$ cat config.mk
export PLATFORM = sky130hd
export DESIGN_NAME = onew_srch_accel
export DESIGN_NICKNAME = d
export VERILOG_FILES = /design/src/rtl/onew_srch_pkg.sv /design/src/rtl/onew_srch_seq.sv /design/src/rtl/onew_srch_pack.sv /design/src/rtl/onew_srch_accel.sv
export SDC_FILE = /design/constraint.sdc
export NUM_CORES = 1
export LEC_CHECK = 0
export BUFFER_PORTS_ARGS = -buffer_cell sky130_fd_sc_hd__buf_4
export CAP_MARGIN = 20
export CELL_PAD_IN_SITES_DETAIL_PLACEMENT = 1
export CELL_PAD_IN_SITES_GLOBAL_PLACEMENT = 1
export CORE_ASPECT_RATIO = 1.4
export CORE_MARGIN = 4
export CORE_UTILIZATION = 41
export DETAILED_ROUTE_END_ITERATION = 10
export GPL_TIMING_DRIVEN = 0
export PLACE_DENSITY_LB_ADDON = 0.3
export SYNTH_ARGS = -nofsm -noshare
export SYNTH_HDL_FRONTEND = slang
export SYNTH_SLANG_ARGS = --single-unit
$ cat constraint.sdc
create_clock -name clk -period 2.4 [get_ports clk]
set_clock_uncertainty 0.05 [all_clocks]
set_input_delay 0.24 -clock clk [delete_from_list [all_inputs] [get_ports clk]]
set_output_delay 0.24 -clock clk [all_outputs]
set_load 0.01 [all_outputs]
$ cat src/rtl/onew_srch_pkg.sv
package onew_srch_pkg;

  typedef enum logic [1:0] {
    ST_IDLE = 2'd0,
    ST_RDA  = 2'd1,
    ST_RDB  = 2'd2,
    ST_WR   = 2'd3
  } srch_st_e;

  localparam logic SLOT_READ  = 1'b0;
  localparam logic SLOT_WRITE = 1'b1;

  typedef struct packed {
    logic wbit;
    logic chosen;
    logic flag;
  } trip_res_t;

  // Decide one search step from the bit read, its complement and the host preference.
  function automatic trip_res_t triplet_decide(logic rd_a, logic rd_b, logic pref);
    trip_res_t r;
    if (rd_a != rd_b) begin
      r.wbit   = rd_a;
      r.chosen = rd_a;
      r.flag   = 1'b0;
    end else if (!rd_a) begin
      r.wbit   = pref;
      r.chosen = pref;
      r.flag   = 1'b1;
    end else begin
      r.wbit   = 1'b1;
      r.chosen = 1'b1;
      r.flag   = 1'b1;
    end
    return r;
  endfunction

endpackage

$ cat src/rtl/onew_srch_seq.sv
module onew_srch_seq
  import onew_srch_pkg::*;
#(
  parameter int NPOS = 4,
  localparam int DW  = 2 * NPOS,
  localparam int PW  = (NPOS > 1) ? $clog2(NPOS) : 1
) (
  input  logic          clk,
  input  logic          rst_n,
  input  logic          search_en,
  input  logic          start,
  input  logic [DW-1:0] tx_byte,
  input  logic          slot_done,
  input  logic          slot_rbit,
  output logic          slot_req,
  output logic          slot_kind,
  output logic          slot_wbit,
  output logic          busy,
  output logic          trip_done,
  output logic [PW-1:0] trip_pos,
  output trip_res_t     trip_res
);

  localparam logic [PW-1:0] LAST_POS = PW'(NPOS - 1);

  srch_st_e      st;
  logic [PW-1:0] pos;
  logic          rd_a, rd_b;
  logic [DW-1:0] tx_q;
  logic          pref;

  always_ff @(posedge clk or negedge rst_n) begin
    if (!rst_n) begin
      st   <= ST_IDLE;
      pos  <= '0;
      rd_a <= 1'b0;
      rd_b <= 1'b0;
      tx_q <= '0;
    end else if (!search_en) begin
      st <= ST_IDLE;
    end else begin
      unique case (st)
        ST_IDLE: if (start) begin
          st   <= ST_RDA;
          pos  <= '0;
          tx_q <= tx_byte;
        end
        ST_RDA: if (slot_done) begin
          rd_a <= slot_rbit;
          st   <= ST_RDB;
        end
        ST_RDB: if (slot_done) begin
          rd_b <= slot_rbit;
          st   <= ST_WR;
        end
        ST_WR: if (slot_done) begin
          if (pos == LAST_POS) begin
            st <= ST_IDLE;
          end else begin
            pos <= pos + 1'b1;
            st  <= ST_RDA;
          end
        end
        default: st <= ST_IDLE;
      endcase
    end
  end

  always_comb begin
    pref      = tx_q[{pos, 1'b1}];
    trip_res  = triplet_decide(rd_a, rd_b, pref);
    slot_req  = (st != ST_IDLE);
    slot_kind = (st == ST_WR) ? SLOT_WRITE : SLOT_READ;
    slot_wbit = (st == ST_WR) ? trip_res.wbit : 1'b0;
    busy      = (st != ST_IDLE);
    trip_done = (st == ST_WR) && slot_done;
    trip_pos  = pos;
  end

endmodule

$ cat src/rtl/onew_srch_pack.sv
module onew_srch_pack
  import onew_srch_pkg::*;
#(
  parameter int NPOS = 4,
  localparam int DW  = 2 * NPOS,
  localparam int PW  = (NPOS > 1) ? $clog2(NPOS) : 1
) (
  input  logic          clk,
  input  logic          rst_n,
  input  logic          start,
  input  logic          abort,
  input  logic          trip_done,
  input  logic [PW-1:0] trip_pos,
  input  trip_res_t     trip_res,
  output logic [DW-1:0] rx_byte,
  output logic          rx_full,
  output logic          byte_done
);

  localparam logic [PW-1:0] LAST_POS = PW'(NPOS - 1);

  logic [DW-1:0] acc;
  logic [DW-1:0] acc_nxt;

  // Place the selected bit at 2k+1 and the flag at 2k for position k.
  function automatic logic [DW-1:0] put_pair(logic [DW-1:0] base, logic [PW-1:0] k,
                                             logic chosen, logic flag);
    logic [DW-1:0] v;
    v = base;
    for (int i = 0; i < NPOS; i++) begin
      if (PW'(i) == k) begin
        v[2*i+1] = chosen;
        v[2*i]   = flag;
      end
    end
    return v;
  endfunction

  always_comb begin
    acc_nxt   = put_pair(acc, trip_pos, trip_res.chosen, trip_res.flag);
    byte_done = trip_done && (trip_pos == LAST_POS) && !abort;
  end

  always_ff @(posedge clk or negedge rst_n) begin
    if (!rst_n) begin
      acc     <= '0;
      rx_byte <= '0;
      rx_full <= 1'b0;
    end else if (start) begin
      acc     <= '0;
      rx_full <= 1'b0;
    end else if (byte_done) begin
      rx_byte <= acc_nxt;
      rx_full <= 1'b1;
    end else if (trip_done && !abort) begin
      acc <= acc_nxt;
    end
  end

endmodule

$ cat src/rtl/onew_srch_accel.sv
module onew_srch_accel
  import onew_srch_pkg::*;
#(
  parameter int NPOS = 4,
  localparam int DW  = 2 * NPOS,
  localparam int PW  = (NPOS > 1) ? $clog2(NPOS) : 1
) (
  input  logic          clk,
  input  logic          rst_n,
  input  logic          search_en,
  input  logic          tx_valid,
  input  logic [DW-1:0] tx_byte,
  output logic          busy,
  output logic          slot_req,
  output logic          slot_kind,
  output logic          slot_wbit,
  input  logic          slot_done,
  input  logic          slot_rbit,
  output logic [DW-1:0] rx_byte,
  output logic          rx_full
);

  logic          accept;
  logic          trip_done;
  logic          byte_done;
  logic [PW-1:0] trip_pos;
  trip_res_t     trip_res;

  assign accept = tx_valid && search_en && !busy;

  onew_srch_seq #(.NPOS(NPOS)) u_seq (
    .clk       (clk),
    .rst_n     (rst_n),
    .search_en (search_en),
    .start     (accept),
    .tx_byte   (tx_byte),
    .slot_done (slot_done),
    .slot_rbit (slot_rbit),
    .slot_req  (slot_req),
    .slot_kind (slot_kind),
    .slot_wbit (slot_wbit),
    .busy      (busy),
    .trip_done (trip_done),
    .trip_pos  (trip_pos),
    .trip_res  (trip_res)
  );

  onew_srch_pack #(.NPOS(NPOS)) u_pack (
    .clk       (clk),
    .rst_n     (rst_n),
    .start     (accept),
    .abort     (!search_en),
    .trip_done (trip_done),
    .trip_pos  (trip_pos),
    .trip_res  (trip_res),
    .rx_byte   (rx_byte),
    .rx_full   (rx_full),
    .byte_done (byte_done)
  );

endmodule

Yosys cells after proc, flatten, opt, wreduce, memory -nomap -nowiden. Cells that the tools add are included.

Flip-flop bits (word level): 31. Latch bits: 0. Bits in writable memories: 0. ROM bits: 0. Input port bits: 14. Logic and storage cells: 73. Memories: 0.

Add/sub/neg operators: 1. $mul: 0. Divide/modulo/power cells: 0. Order comparisons: 1. Equal/unequal tests: 16. Shift-type cells: 0. Multiplexer cells: 26. Bitwise operators: 1. Reductions and logical operators: 20.

Operator list (count): $mux W2 (12); $mux W8 (3); $ne A3 B3 Y1 const B (4); $reduce_and A3 Y1 (3); $ne A2 B2 Y1 const B (4); $pmux W2 S4 (1); $reduce_bool A2 Y1 (4); $eq A2 B2 Y1 const B (3); $logic_and A1 B1 Y1 (6); $mux W1 (6); $mux W3 (2); $reduce_and A5 Y1 (1); $eq A2 B2 Y1 const A (2); $logic_not A2 Y1 (2); $lt A3 B4 Y1 const B (1); $pmux W2 S2 (1); $reduce_and A2 Y1 (2); $reduce_and A4 Y1 (1); $add A2 B1 Y2 const B (1); $bmux W1 S2 (1); $eq A1 B2 Y1 const A (1); $eq A2 B1 Y1 const B (1); $logic_not A1 Y1 (1); $ne A1 B1 Y1 (1); $not A1 Y1 (1).

Longest topological paths before layout. Gate-level depths: netlist of the first run.

Word-level depth: 8. Mapped depth: 7.

Modules after synthesis. A second synthesis of the first run with hierarchy kept.

Cells, all modules: 108. Area total of the unflattened synthesis: 1365.1 µm².

By module, submodules not included: onew_srch_pack (instances 1, cells each 44, area an instance 680.7 µm², seq. area each 375.4 µm²); onew_srch_seq (instances 1, cells each 62, area an instance 671.9 µm², seq. area each 250.2 µm²); onew_srch_accel (instances 1, cells each 2, area an instance 12.5 µm², seq. area each 0.0 µm²).

Worst setup path before layout of the first run. Ideal clock, no wire load.

Kind: register -> register. Start point: reg u_seq.st[0]. End point: reg u_seq.st[0]. Library setup time: 0.120 ns. Arrival time: 1.627 ns. Required time: 2.230 ns. Path slack: 0.602 ns. Cell stages (with the launch flop): 7. Buffers on the path: 1. Cell sequence: dfrtp_1 -> ha_1 -> buf_2 -> nor3_1 -> o2bb2ai_1 -> or4_1 -> o211a_1.

Word-level cells in the longest chain between the ends: 5. Elaborated cells on any way between the ends: 14. Classes of those cells: 7 x eq/ne; 2 x mux; 5 x reduce/logical.

Ends and longest elaborated chain: start, declared (RTL line onew_srch_seq.sv:26) `srch_st_e st;`; start signal, assigned (RTL line onew_srch_seq.sv:34) `st <= ST_IDLE;`; start signal, assigned (RTL line onew_srch_seq.sv:40) `st <= ST_IDLE;`; start signal, assigned (RTL line onew_srch_seq.sv:44) `st <= ST_RDA;`; $reduce_bool A2 Y1 (RTL line onew_srch_seq.sv:75) `busy = (st != ST_IDLE);`; $logic_not A1 Y1 (RTL line onew_srch_accel.sv:29) `assign accept = tx_valid && search_en && !busy;`; $logic_and A1 B1 Y1 (RTL line onew_srch_accel.sv:29); $ne A3 B3 Y1 (no source line); $reduce_and A4 Y1 (no source line).

Parallel ways exist; a longest one is shown, timed or not. A chain may end at the register's enable or synchronous reset.

Worst setup path in the final report of the first run.
Start point: reg u_seq.pos[0] (netlist: u_seq.trip_pos[0]). End point: out slot_wbit.

Word-level cells in the longest chain between the ends: 5.

Ends and longest elaborated chain: start, declared (RTL line onew_srch_seq.sv:27) `logic [PW-1:0] pos;`; start signal, assigned (RTL line onew_srch_seq.sv:60) `pos <= pos + 1'b1;`; $bmux W1 S2 (RTL line onew_srch_seq.sv:70) `pref = tx_q[{pos, 1'b1}];`; $mux W1 (implied by the code) (RTL line onew_srch_seq.sv:70); $mux W3 (RTL line onew_srch_pkg.sv:26) `end else if (!rd_a) begin`; $mux W3 (RTL line onew_srch_pkg.sv:22) `if (rd_a != rd_b) begin`; $mux W1 (RTL line onew_srch_seq.sv:74) `slot_wbit = (st == ST_WR) ? trip_res.wbit : 1'b0;`; end, declared (RTL line onew_srch_accel.sv:16) `output logic slot_wbit,`.

No other way between the ends. The select of a mux whose other input is x is not followed.

==> results.ini, run 1 <==
[status]
status = finished clean

[synth]
ys.flop_type = dfrtp_1
yosysWarnings = 0
ys_seq_area_frac = 0.473
synthCells = 137
ys_seq_elements = 26
postSynthAreaPerCell_um2 = 10.0
netlist_area_mm2 = 0.00138
syn-num-nets = 159
async_flop_share = 1.00
netlist-cell-type-count = 30
synth_edf_count = 0

[power_and_ir_drop]
clockPowerShare = 0.196
internal_power_w = 0.000911
leakagePower_nw = 0.822
switching_share = 0.363
p_seq_frac = 0.398
power_density_mw_per_mm2 = 868
switchingPower_w = 0.000519
vdd.ir_drop.worst_mv = 0.504
p_comb_frac = 0.406

[placement]
dp_hpwl_mm = 2.18
dp_cells = 197
place_congestion = 0.795
io_buffers = 21

[min_path]
hold_path.class = primary input to register

[clock_network]
numClockSinks = 26
cts_tree = done
cts_buffers = 3
root_buffer = clkbuf_8
htreeDepth = 1
cts_buffer_depth = 2
clock_latency_ns = 0.26
clk_pin_slew_worst_paths_ns = 0.09
postCtsResizedCells = 0

[timing]
period_minus_slack_ns = 2.24
rsz0062_at_grt = false
setup_violations = 0
tns_ns = 0
fin_crit_sh = 0.933
fmax_mhz = 447
slew_viol_final = 0
hold_viol = 0
relSlewSlack = 0.549
tightest_slew_ns = 0.671

[global_routing]
grt_max_degree = 27
grt_usage = 0.146
grt_pass1_vias = 1167
antenna_found_initial = 0
grt_pass1_wl_mm = 5.11
gr-total-overflow = 0

[die]
die_w_um = 57.0
dieArea_mm2 = 0.00436
die_y_um = 76.6
core_area_mm2 = 0.00318
rows = 24
ios = 27
initial_core_util = 0.432

[layout]
final_cells = 202
area_delta_synth_final_pct = 19.7
num-nets-final = 186
final_cell_mix = nand2_1, dfrtp_1, buf_4, a21oi_1, ha_1
diodes = 0
drive_above_1_share = 0.233

[routing]
vias = 1058
ant_nets = 0
wl_per_cell_um = 14.6
dr.pass1.iters = 4
routed_via_density = 5.24
drt-initial-drc-count = 19
finalWirelength_mm = 2.95
drcViolationCount = 0

[setup_path]
cp.required_ns = 2.11
critical_path_class = register to output port
max_stage_delay_ns = 0.45
critPathArrivalTime_ns = 1.95
path_cells = mux2_2, a221oi_4, and2b_2, buf_4
startpoint_type = register
crit_path_end_kind = output port
crit_fanout = 8
cp_slowest_cell = dfrtp_1

[job]
maxCapViolCount = 0

[area by class of cell]
type / count / area [um^2]
timing repair buffer: 22 / 168
sequential: 26 / 651
inverter: 6 / 22.5
tap: 39 / 48.8
buffer: 9 / 52.6
fill: 396 / 1540
multi-input combinational: 96 / 651
clock buffer: 4 / 55.1
[worst max-delay path: cells and delay by family, from the launching register on]
| kind | cells | cell delay, ns |
|---|---|---|
| multiplexers | 1 | 0.39 |
| buffers and inverters | 1 | 0.14 |
| AND/OR/NAND/NOR | 1 | 0.27 |
| flip-flops | 1 | 0.45 |
| AO/OA/AOI/OAI | 1 | 0.44 |
[logic make-up after synthesis]
kind of cell	count (synthesis)	share of synthesized area
AOI/OAI and AO/OA	28	0.146
buffers and inverters	15	0.0545
DFF	26	0.473
muxes	11	0.0864
xor gates and xnor gates	1	0.00636
and+or+nand+nor	48	0.161
adders and majority gates	8	0.0727
[routing by layer]
metal,share of wire,wire (um),vias up,GRT usage
li1,-,-,524,-
met1,0.42,1250,507,0.172
met2,0.53,1560,21,0.259
met3,0.032,93,6,0.0203
met4,0.016,46,0,0.0557
met5,0,0,-,0
[synthesized netlist by cell type (2+ instances only)]
| library cell | n | area, um^2 |
|---|---|---|
| nand3_1 | 6 | 30.0 |
| clkbuf_1 | 2 | 7.51 |
| mux2i_1 | 7 | 70.1 |
| dfrtp_1 | 26 | 651 |
| a211oi_1 | 4 | 30.0 |
| a311oi_1 | 3 | 26.3 |
| o21ai_0 | 6 | 30.0 |
| inv_1 | 6 | 22.5 |
| nor2b_1 | 3 | 18.8 |
| a21o_1 | 4 | 30.0 |
| ha_1 | 8 | 100 |
| a21oi_1 | 8 | 40.0 |
| nand2_1 | 26 | 97.6 |
| buf_2 | 3 | 15.0 |
| nor2_1 | 5 | 18.8 |
| buf_4 | 4 | 30.0 |
| mux2_2 | 3 | 33.8 |
[power by group through the flow]
stage | clock network, W | logic [W] | registers, W
floorplan | 0 | 0.000410 | 0.000567
global placement | 0 | 0.000553 | 0.000577
detailed placement | 0 | 0.000575 | 0.000581
CTS | 0.000297 | 0.000593 | 0.000572
global route | 0.000313 | 0.000654 | 0.000582
finish | 0.000280 | 0.000580 | 0.000569
[through the flow]
| step | power [W] | util | hold slack (ns) | setup WS, ns | cell area, um^2 |
|---|---|---|---|---|---|
| 3_3_place_gp | 0.00113 | 0.497 | 0.117 | 0.438 | 1580 |
| 5_1_grt | 0.00155 | 0.518 | 0.116 | 0.0395 | 1650 |
| 4_1_cts | 0.00146 | 0.518 | 0.103 | 0.119 | 1650 |
| 2_1_floorplan | 0.000977 | - | -0.106 | 0.602 | 1380 |
| 6_report | 0.00143 | 0.518 | 0.107 | 0.161 | 1650 |
| 3_5_place_dp | 0.00116 | 0.497 | 0.123 | 0.443 | 1580 |
[state kept, by name (all words and copies together), names as in the netlist]
name / count
u_seq.tx_q: 4
u_seq.trip_pos: 2
u_seq.rd_a: 1
u_seq.st: 2
u_pack.acc: 7
u_seq.rd_b: 1
u_pack.rx_full: 1
u_pack.rx_byte: 8
[path summary, 6_finish.rpt]
| kind | from | to | slack (ns) | cells past startpoint |
|---|---|---|---|---|
| worst max-delay path | u_seq.trip_pos[0]$_DFFE_PN0P_ | slot_wbit | 0.16 | 4 |
| worst min-delay path | tx_byte[5] | u_seq.tx_q[5]$_DFFE_PN0P_ | 0.11 | 3 |
| worst max register to register | u_seq.st[0]$_DFFE_PN0P_ | u_seq.st[0]$_DFFE_PN0P_ | 0.53 | 6 |
| worst min register to register | u_seq.tx_q[5]$_DFFE_PN0P_ | u_seq.tx_q[5]$_DFFE_PN0P_ | 0.43 | 2 |
| max in group asynchronous | rst_n | u_pack.acc[1]$_DFFE_PN0P_ | 1.68 | 2 |
| min in group asynchronous | rst_n | u_pack.rx_byte[2]$_DFFE_PN0P_ | 0.37 | 2 |
[timing repair]
item,4_1_cts,5_1_grt
setup buffers,0,0
hold buffers,1,0
hold endpoints to repair,26,0
Note: power is estimated with default switching activity, not from simulation.
==> run 2, diff against run 1 <==
==> constraint.sdc (replaced) <==
create_clock -name clk -period 2.3 [get_ports clk]
set_clock_uncertainty 0.05 [all_clocks]
set_input_delay 0.23 -clock clk [delete_from_list [all_inputs] [get_ports clk]]
set_output_delay 0.23 -clock clk [all_outputs]
set_load 0.01 [all_outputs]
==> run 2 against run 1 <==
Compared with the run above: cell count rose by 0.50%; first-iteration DRC count decreased by 16%; power increased by 5.8%; sequential cell count unchanged; critical path type unchanged; highest routed layer unchanged.
==> results.ini, run 2 (synthesized netlist as in run 1, its figures left out) <==
[status]
status = finished clean

[clock_network]
clk_pin_slew_worst_paths_ns = 0.09  ; about the same
cts_tree = done
postCtsResizedCells = 0  ; unchanged
numClockSinks = 26  ; unchanged
cts_buffers = 3  ; unchanged
cts_buffer_depth = 2  ; unchanged
root_buffer = clkbuf_8
htreeDepth = 1  ; unchanged
clock_latency_ns = 0.26  ; about the same

[setup_path]
r2r-end = u_seq.st[0]$_DFFE_PN0P_
critPathArrivalTime_ns = 1.73  ; -0.22 ns
r2r_start = u_seq.st[0]$_DFFE_PN0P_
reg2reg_setup_slack_ns = 0.43  ; -0.10 ns
crit_fanout = 5  ; -3
crit_path_end_kind = output port
path_cells = mux2_4, a221oi_4, and2b_2, buf_4
cp_slowest_cell = dfrtp_1
startpoint_type = register
critical_path_class = register to output port
cp.required_ns = 2.02  ; -0.09 ns
max_stage_delay_ns = 0.45  ; about the same
worstRegToRegCells = 6  ; unchanged

[power_and_ir_drop]
switchingPower_w = 0.000548  ; +5.7%
power_density_mw_per_mm2 = 914  ; +5.3%
clockPowerShare = 0.194  ; -0.002
switching_share = 0.362  ; -0.000459
internal_power_w = 0.000964  ; +5.9%
vdd.ir_drop.worst_mv = 0.569  ; +13%
p_comb_frac = 0.414  ; +0.008
leakagePower_nw = 0.827  ; +0.61%
p_seq_frac = 0.393  ; -0.005

[global_routing]
grt_usage = 0.146  ; unchanged
grt_pass1_vias = 1167  ; unchanged
grt_pass1_wl_mm = 5.11  ; unchanged
antenna_found_initial = 0  ; unchanged
gr-total-overflow = 0  ; unchanged
grt_max_degree = 27  ; unchanged

[routing]
drcViolationCount = 0  ; unchanged
ant_nets = 0  ; unchanged
wl_per_cell_um = 14.6  ; +0.15%
drt-initial-drc-count = 16  ; -3
vias = 1071  ; +1.2%
finalWirelength_mm = 2.97  ; +0.64%
dr.pass1.iters = 4  ; unchanged
routed_via_density = 5.28  ; +0.73%

[die]
initial_core_util = 0.432  ; unchanged
rows = 24  ; unchanged
dieArea_mm2 = 0.00436  ; unchanged
core_area_mm2 = 0.00318  ; unchanged
ios = 27  ; unchanged
die_w_um = 57.0  ; unchanged
die_y_um = 76.6  ; unchanged

[layout]
final_cell_mix = buf_4, nand2_1, dfrtp_1, a21oi_1, ha_1
diodes = 0  ; unchanged
reg_top3 = u_pack.rx_byte x8, u_pack.acc x7, u_seq.tx_q x4
largest_register = u_pack.rx_byte
fillers = 396  ; unchanged
area_delta_synth_final_pct = 20.3
multi_input_area_um2 = 651  ; unchanged
ff_latch_area_um2 = 651  ; unchanged
drive_above_1_share = 0.238  ; +0.00468
num-nets-final = 187  ; +0.54%
largest_reg_flops = 8  ; unchanged

[min_path]
whs_endpoint = u_seq.tx_q[5]$_DFFE_PN0P_
min_delay_path_depth = 3  ; unchanged
min-delay-start = tx_byte[5]
hold_path.class = primary input to register

[timing]
relSlewSlack = 0.541  ; -0.00843
fmax_mhz = 498
slew_viol_final = 0  ; unchanged
setup_ws_ns = 0.291  ; +0.129 ns
tns_ns = 0  ; unchanged
tightest_slew_ns = 0.684  ; +0.0126 ns
fin_crit_sh = 0.874
rsz0062_at_grt = false
period_minus_slack_ns = 2.01
setup_violations = 0  ; unchanged
hold_viol = 0  ; unchanged

[placement]
io_buffers = 21  ; unchanged
place_congestion = 0.795  ; unchanged
dp_hpwl_mm = 2.18  ; unchanged
dp_slack_ns = 0.353  ; -0.0900 ns

[job]
maxCapViolCount = 0  ; unchanged

run 2: metal layers:
layer	track usage	up-vias	routed length, um
met1	0.172	513	1260
met5	0	-	0
li1	-	527	-
met4	0.0557	0	46
met2	0.259	25	1550
met3	0.0203	6	105
run 2: layout make-up:
type                            instances  area share
Tap cell                               39      0.0295
Buffer                                  9      0.0317
Timing Repair Buffer                   23       0.106
Clock buffer                            4      0.0333
Inverter                                6      0.0136
Sequential cell                        26       0.393
Multi-Input combinational cell         96       0.393
run 2: worst max path at each step:
stage	startpoint	endpoint	depth (start not counted)
finish	u_seq.trip_pos[0]$_DFFE_PN0P_	slot_wbit	4
global route	u_seq.trip_pos[0]$_DFFE_PN0P_	slot_wbit	4
CTS	u_seq.trip_pos[0]$_DFFE_PN0P_	slot_wbit	4
detailed placement	u_seq.trip_pos[0]$_DFFE_PN0P_	slot_wbit	4
global placement	u_seq.trip_pos[0]$_DFFE_PN0P_	slot_wbit	4
floorplan	u_seq.st[0]$_DFFE_PN0P_	u_seq.st[0]$_DFFE_PN0P_	6
run 2: metrics by stage:
| stage | instances | hold slack [ns] | area [um^2] | util | total power, W |
|---|---|---|---|---|---|
| finish | 203 | 0.0966 | 1660 | 0.520 | 0.00151 |
| detailed placement | 197 | 0.113 | 1580 | 0.497 | 0.00121 |
| global placement | 197 | 0.107 | 1580 | 0.497 | 0.00118 |
| floorplan | 137 | -0.116 | 1380 | - | 0.00102 |
| CTS | 202 | 0.0934 | 1650 | 0.518 | 0.00152 |
| global route | 203 | 0.106 | 1660 | 0.520 | 0.00163 |
run 2: critical path: cells and delay by family, from the launching register on:
kind / cells / cell delay [ns]
AO/OA/AOI/OAI: 1 / 0.30
buffers and inverters: 1 / 0.14
flip-flops: 1 / 0.45
multiplexers: 1 / 0.34
AND/OR/NAND/NOR: 1 / 0.24
run 2: power by group through the flow:
stage | clock (W) | sequential (W) | combinational, W
finish | 0.000293 | 0.000594 | 0.000625
global route | 0.000326 | 0.000608 | 0.000700
CTS | 0.000310 | 0.000596 | 0.000619
detailed placement | 0 | 0.000606 | 0.000600
global placement | 0 | 0.000602 | 0.000577
floorplan | 0 | 0.000591 | 0.000428
run 2: timing repair:
action	in CTS	in global routing
hold buffers	1	0
buffers inserted	0	1
hold endpoints to repair	26	0
endpoints found under the setup margin	0	1
==> run 3, diff against run 2 <==
--- a/config.mk
+++ b/config.mk
@@ -10,7 +10,7 @@
 export CELL_PAD_IN_SITES_DETAIL_PLACEMENT = 1
 export CELL_PAD_IN_SITES_GLOBAL_PLACEMENT = 1
 export CORE_ASPECT_RATIO = 1.4
-export CORE_MARGIN = 4
+export CORE_MARGIN = 8
 export CORE_UTILIZATION = 41
 export DETAILED_ROUTE_END_ITERATION = 10
 export GPL_TIMING_DRIVEN = 0
==> run 3 against run 2 <==
Compared with the run above: sequential power hardly changed; worst setup slack worse by 0.16 ns; routed wire length is 1.0% higher; hold slack worse by 0.0082 ns; cell count grew 1.5%; fmax shrank 7.2%; non-clock buffer count is 2 higher.
==> results.ini, run 3 (synthesized netlist as in run 1, its figures left out) <==
[placement]
dp_hpwl_mm = 2.25  ; +3.2%
io_buffers = 21  ; unchanged
place_congestion = 0.752  ; -5.3%

[power_and_ir_drop]
vdd.ir_drop.worst_mv = 0.560  ; -1.6%
power_density_mw_per_mm2 = 966  ; +5.7%
leakagePower_nw = 0.843  ; +2.0%

[setup_path]
crit_fanout = 6  ; +1
cp.required_ns = 2.02  ; about the same
path_cells = mux2_4, a221oi_4, buf_4, and2b_2, buf_4
critPathArrivalTime_ns = 1.89  ; +0.16 ns
reg2reg_setup_slack_ns = 0.42  ; about the same
r2r_start = u_seq.st[0]$_DFFE_PN0P_
cp_slowest_cell = dfrtp_1
worstRegToRegCells = 6  ; unchanged
max_stage_delay_ns = 0.46  ; about the same
cp_common_cell = buf_4
crit_path_end_kind = output port
r2r-end = u_seq.st[0]$_DFFE_PN0P_
startpoint_type = register
critical_path_class = register to output port

[layout]
final_util = 0.514  ; -0.00614
largest_register = u_pack.rx_byte
reg_top3 = u_pack.rx_byte x8, u_pack.acc x7, u_seq.tx_q x4
area_delta_synth_final_pct = 22.6
layout_commonest_cell = buf_4
largest_reg_flops = 8  ; unchanged
diodes = 0  ; unchanged
num-nets-final = 189  ; +1.1%
drive_above_1_share = 0.247  ; +0.00918
final_cell_mix = buf_4, nand2_1, dfrtp_1, a21oi_1, ha_1

[timing]
relSlewSlack = 0.576  ; +0.0353
holdWs_ns = 0.0885  ; -0.00818 ns
tns_ns = 0  ; unchanged
slew_viol_final = 0  ; unchanged
fmax_mhz = 462  ; -7.2%
period_minus_slack_ns = 2.17  ; +0.157 ns
setup_violations = 0  ; unchanged
hold_viol = 0  ; unchanged
fin_crit_sh = 0.942  ; +0.0683
tightest_slew_ns = 0.631  ; -0.0526 ns
rsz0062_at_grt = false

[routing]
ant_nets = 0  ; unchanged
routed_via_density = 5.18  ; -1.8%
finalWirelength_mm = 3.00  ; +1.0%
drcViolationCount = 0  ; unchanged
wl_per_cell_um = 14.6  ; -0.43%
vias = 1067  ; -0.37%
dr.pass1.iters = 4  ; unchanged
drt-initial-drc-count = 18  ; +2

[die]
die_y_um = 84.6  ; +10%
rows = 25  ; +4.2%
initial_core_util = 0.419  ; -0.0133
die_w_um = 65.0  ; +14%
dieArea_mm2 = 0.00549  ; +26%
core_area_mm2 = 0.00328  ; +3.2%
ios = 27  ; unchanged

[global_routing]
grt_max_degree = 27  ; unchanged
grt_pass1_wl_mm = 5.21  ; +1.9%
grt_pass1_vias = 1107  ; -5.1%
antenna_found_initial = 0  ; unchanged
gr-total-overflow = 0  ; unchanged
grt_usage = 0.118  ; -0.0276

[min_path]
whs_endpoint = u_seq.tx_q[7]$_DFFE_PN0P_
min-delay-start = tx_byte[7]
min_delay_path_depth = 3  ; unchanged
hold_path.class = primary input to register

[clock_network]
clock_latency_ns = 0.27  ; about the same
numClockSinks = 26  ; unchanged
htreeDepth = 1  ; unchanged
root_buffer = clkbuf_8
cts_buffer_depth = 2  ; unchanged
cts_buffers = 3  ; unchanged
cts_tree = done
clk_pin_slew_worst_paths_ns = 0.09  ; about the same

[job]
maxCapViolCount = 0  ; unchanged

[status]
status = finished clean

-- run 3: metrics by stage --
step | std cells | total power, W | setup WS (ns) | instance area (um^2)
after floorplan | 137 | 0.00102 | 0.502 | 1380
after global placement | 198 | 0.00118 | 0.364 | 1580
after detailed placement | 198 | 0.00121 | 0.339 | 1580
after CTS | 203 | 0.00160 | 0.0151 | 1670
after global routing | 206 | 0.00174 | 0.0526 | 1690
final | 206 | 0.00163 | 0.134 | 1690
-- run 3: timing repair --
item | CTS | global route
buffers inserted | 0 | 3
setup endpoints to repair | 0 | 1
hold buffers | 1 | 0
hold endpoints to repair | 26 | 0
resized for setup | 0 | 0
-- run 3: worst max-delay path: cells and delay by family (launching register included) --
kind	cells	cell delay, ns
flops	1	0.46
mux	1	0.34
buf+inv	2	0.33
compound gates	1	0.28
simple gates	1	0.21
-- run 3: how the worst max path moves through the flow --
stage	start	end
6_report	u_seq.trip_pos[0]$_DFFE_PN0P_	slot_wbit
5_1_grt	u_seq.trip_pos[0]$_DFFE_PN0P_	slot_wbit
4_1_cts	u_seq.trip_pos[0]$_DFFE_PN0P_	slot_wbit
3_5_place_dp	u_seq.trip_pos[0]$_DFFE_PN0P_	slot_wbit
3_3_place_gp	u_seq.trip_pos[0]$_DFFE_PN0P_	slot_wbit
2_1_floorplan	u_seq.st[0]$_DFFE_PN0P_	u_seq.st[0]$_DFFE_PN0P_
-- run 3: where the power goes --
part	switching (W)	leakage (nW)	internal [W]
Sequential	0.0000650	0.353	0.000532
Clock	0.000151	0.0357	0.000233
Combinational	0.000342	0.455	0.000307
Total	0.000558	0.843	0.00107
-- run 3: area by class of cell --
cell class / instances / area, um^2
buffer: 9 / 52.6
clock buffer: 3 / 41.3
clock inverter: 1 / 30.0
fill: 403 / 1600
inverter: 6 / 22.5
multi-input combinational: 96 / 651
sequential: 26 / 651
tap: 40 / 50.0
timing repair buffer: 25 / 190
-- run 3: per-layer routing --
metal | GRT usage | up-vias | routed length [um]
met3 | 0.0306 | 5 | 130
met1 | 0.132 | 517 | 1200
met2 | 0.201 | 19 | 1620
met5 | 0 | - | 0
li1 | - | 526 | -
met4 | 0.0538 | 0 | 50
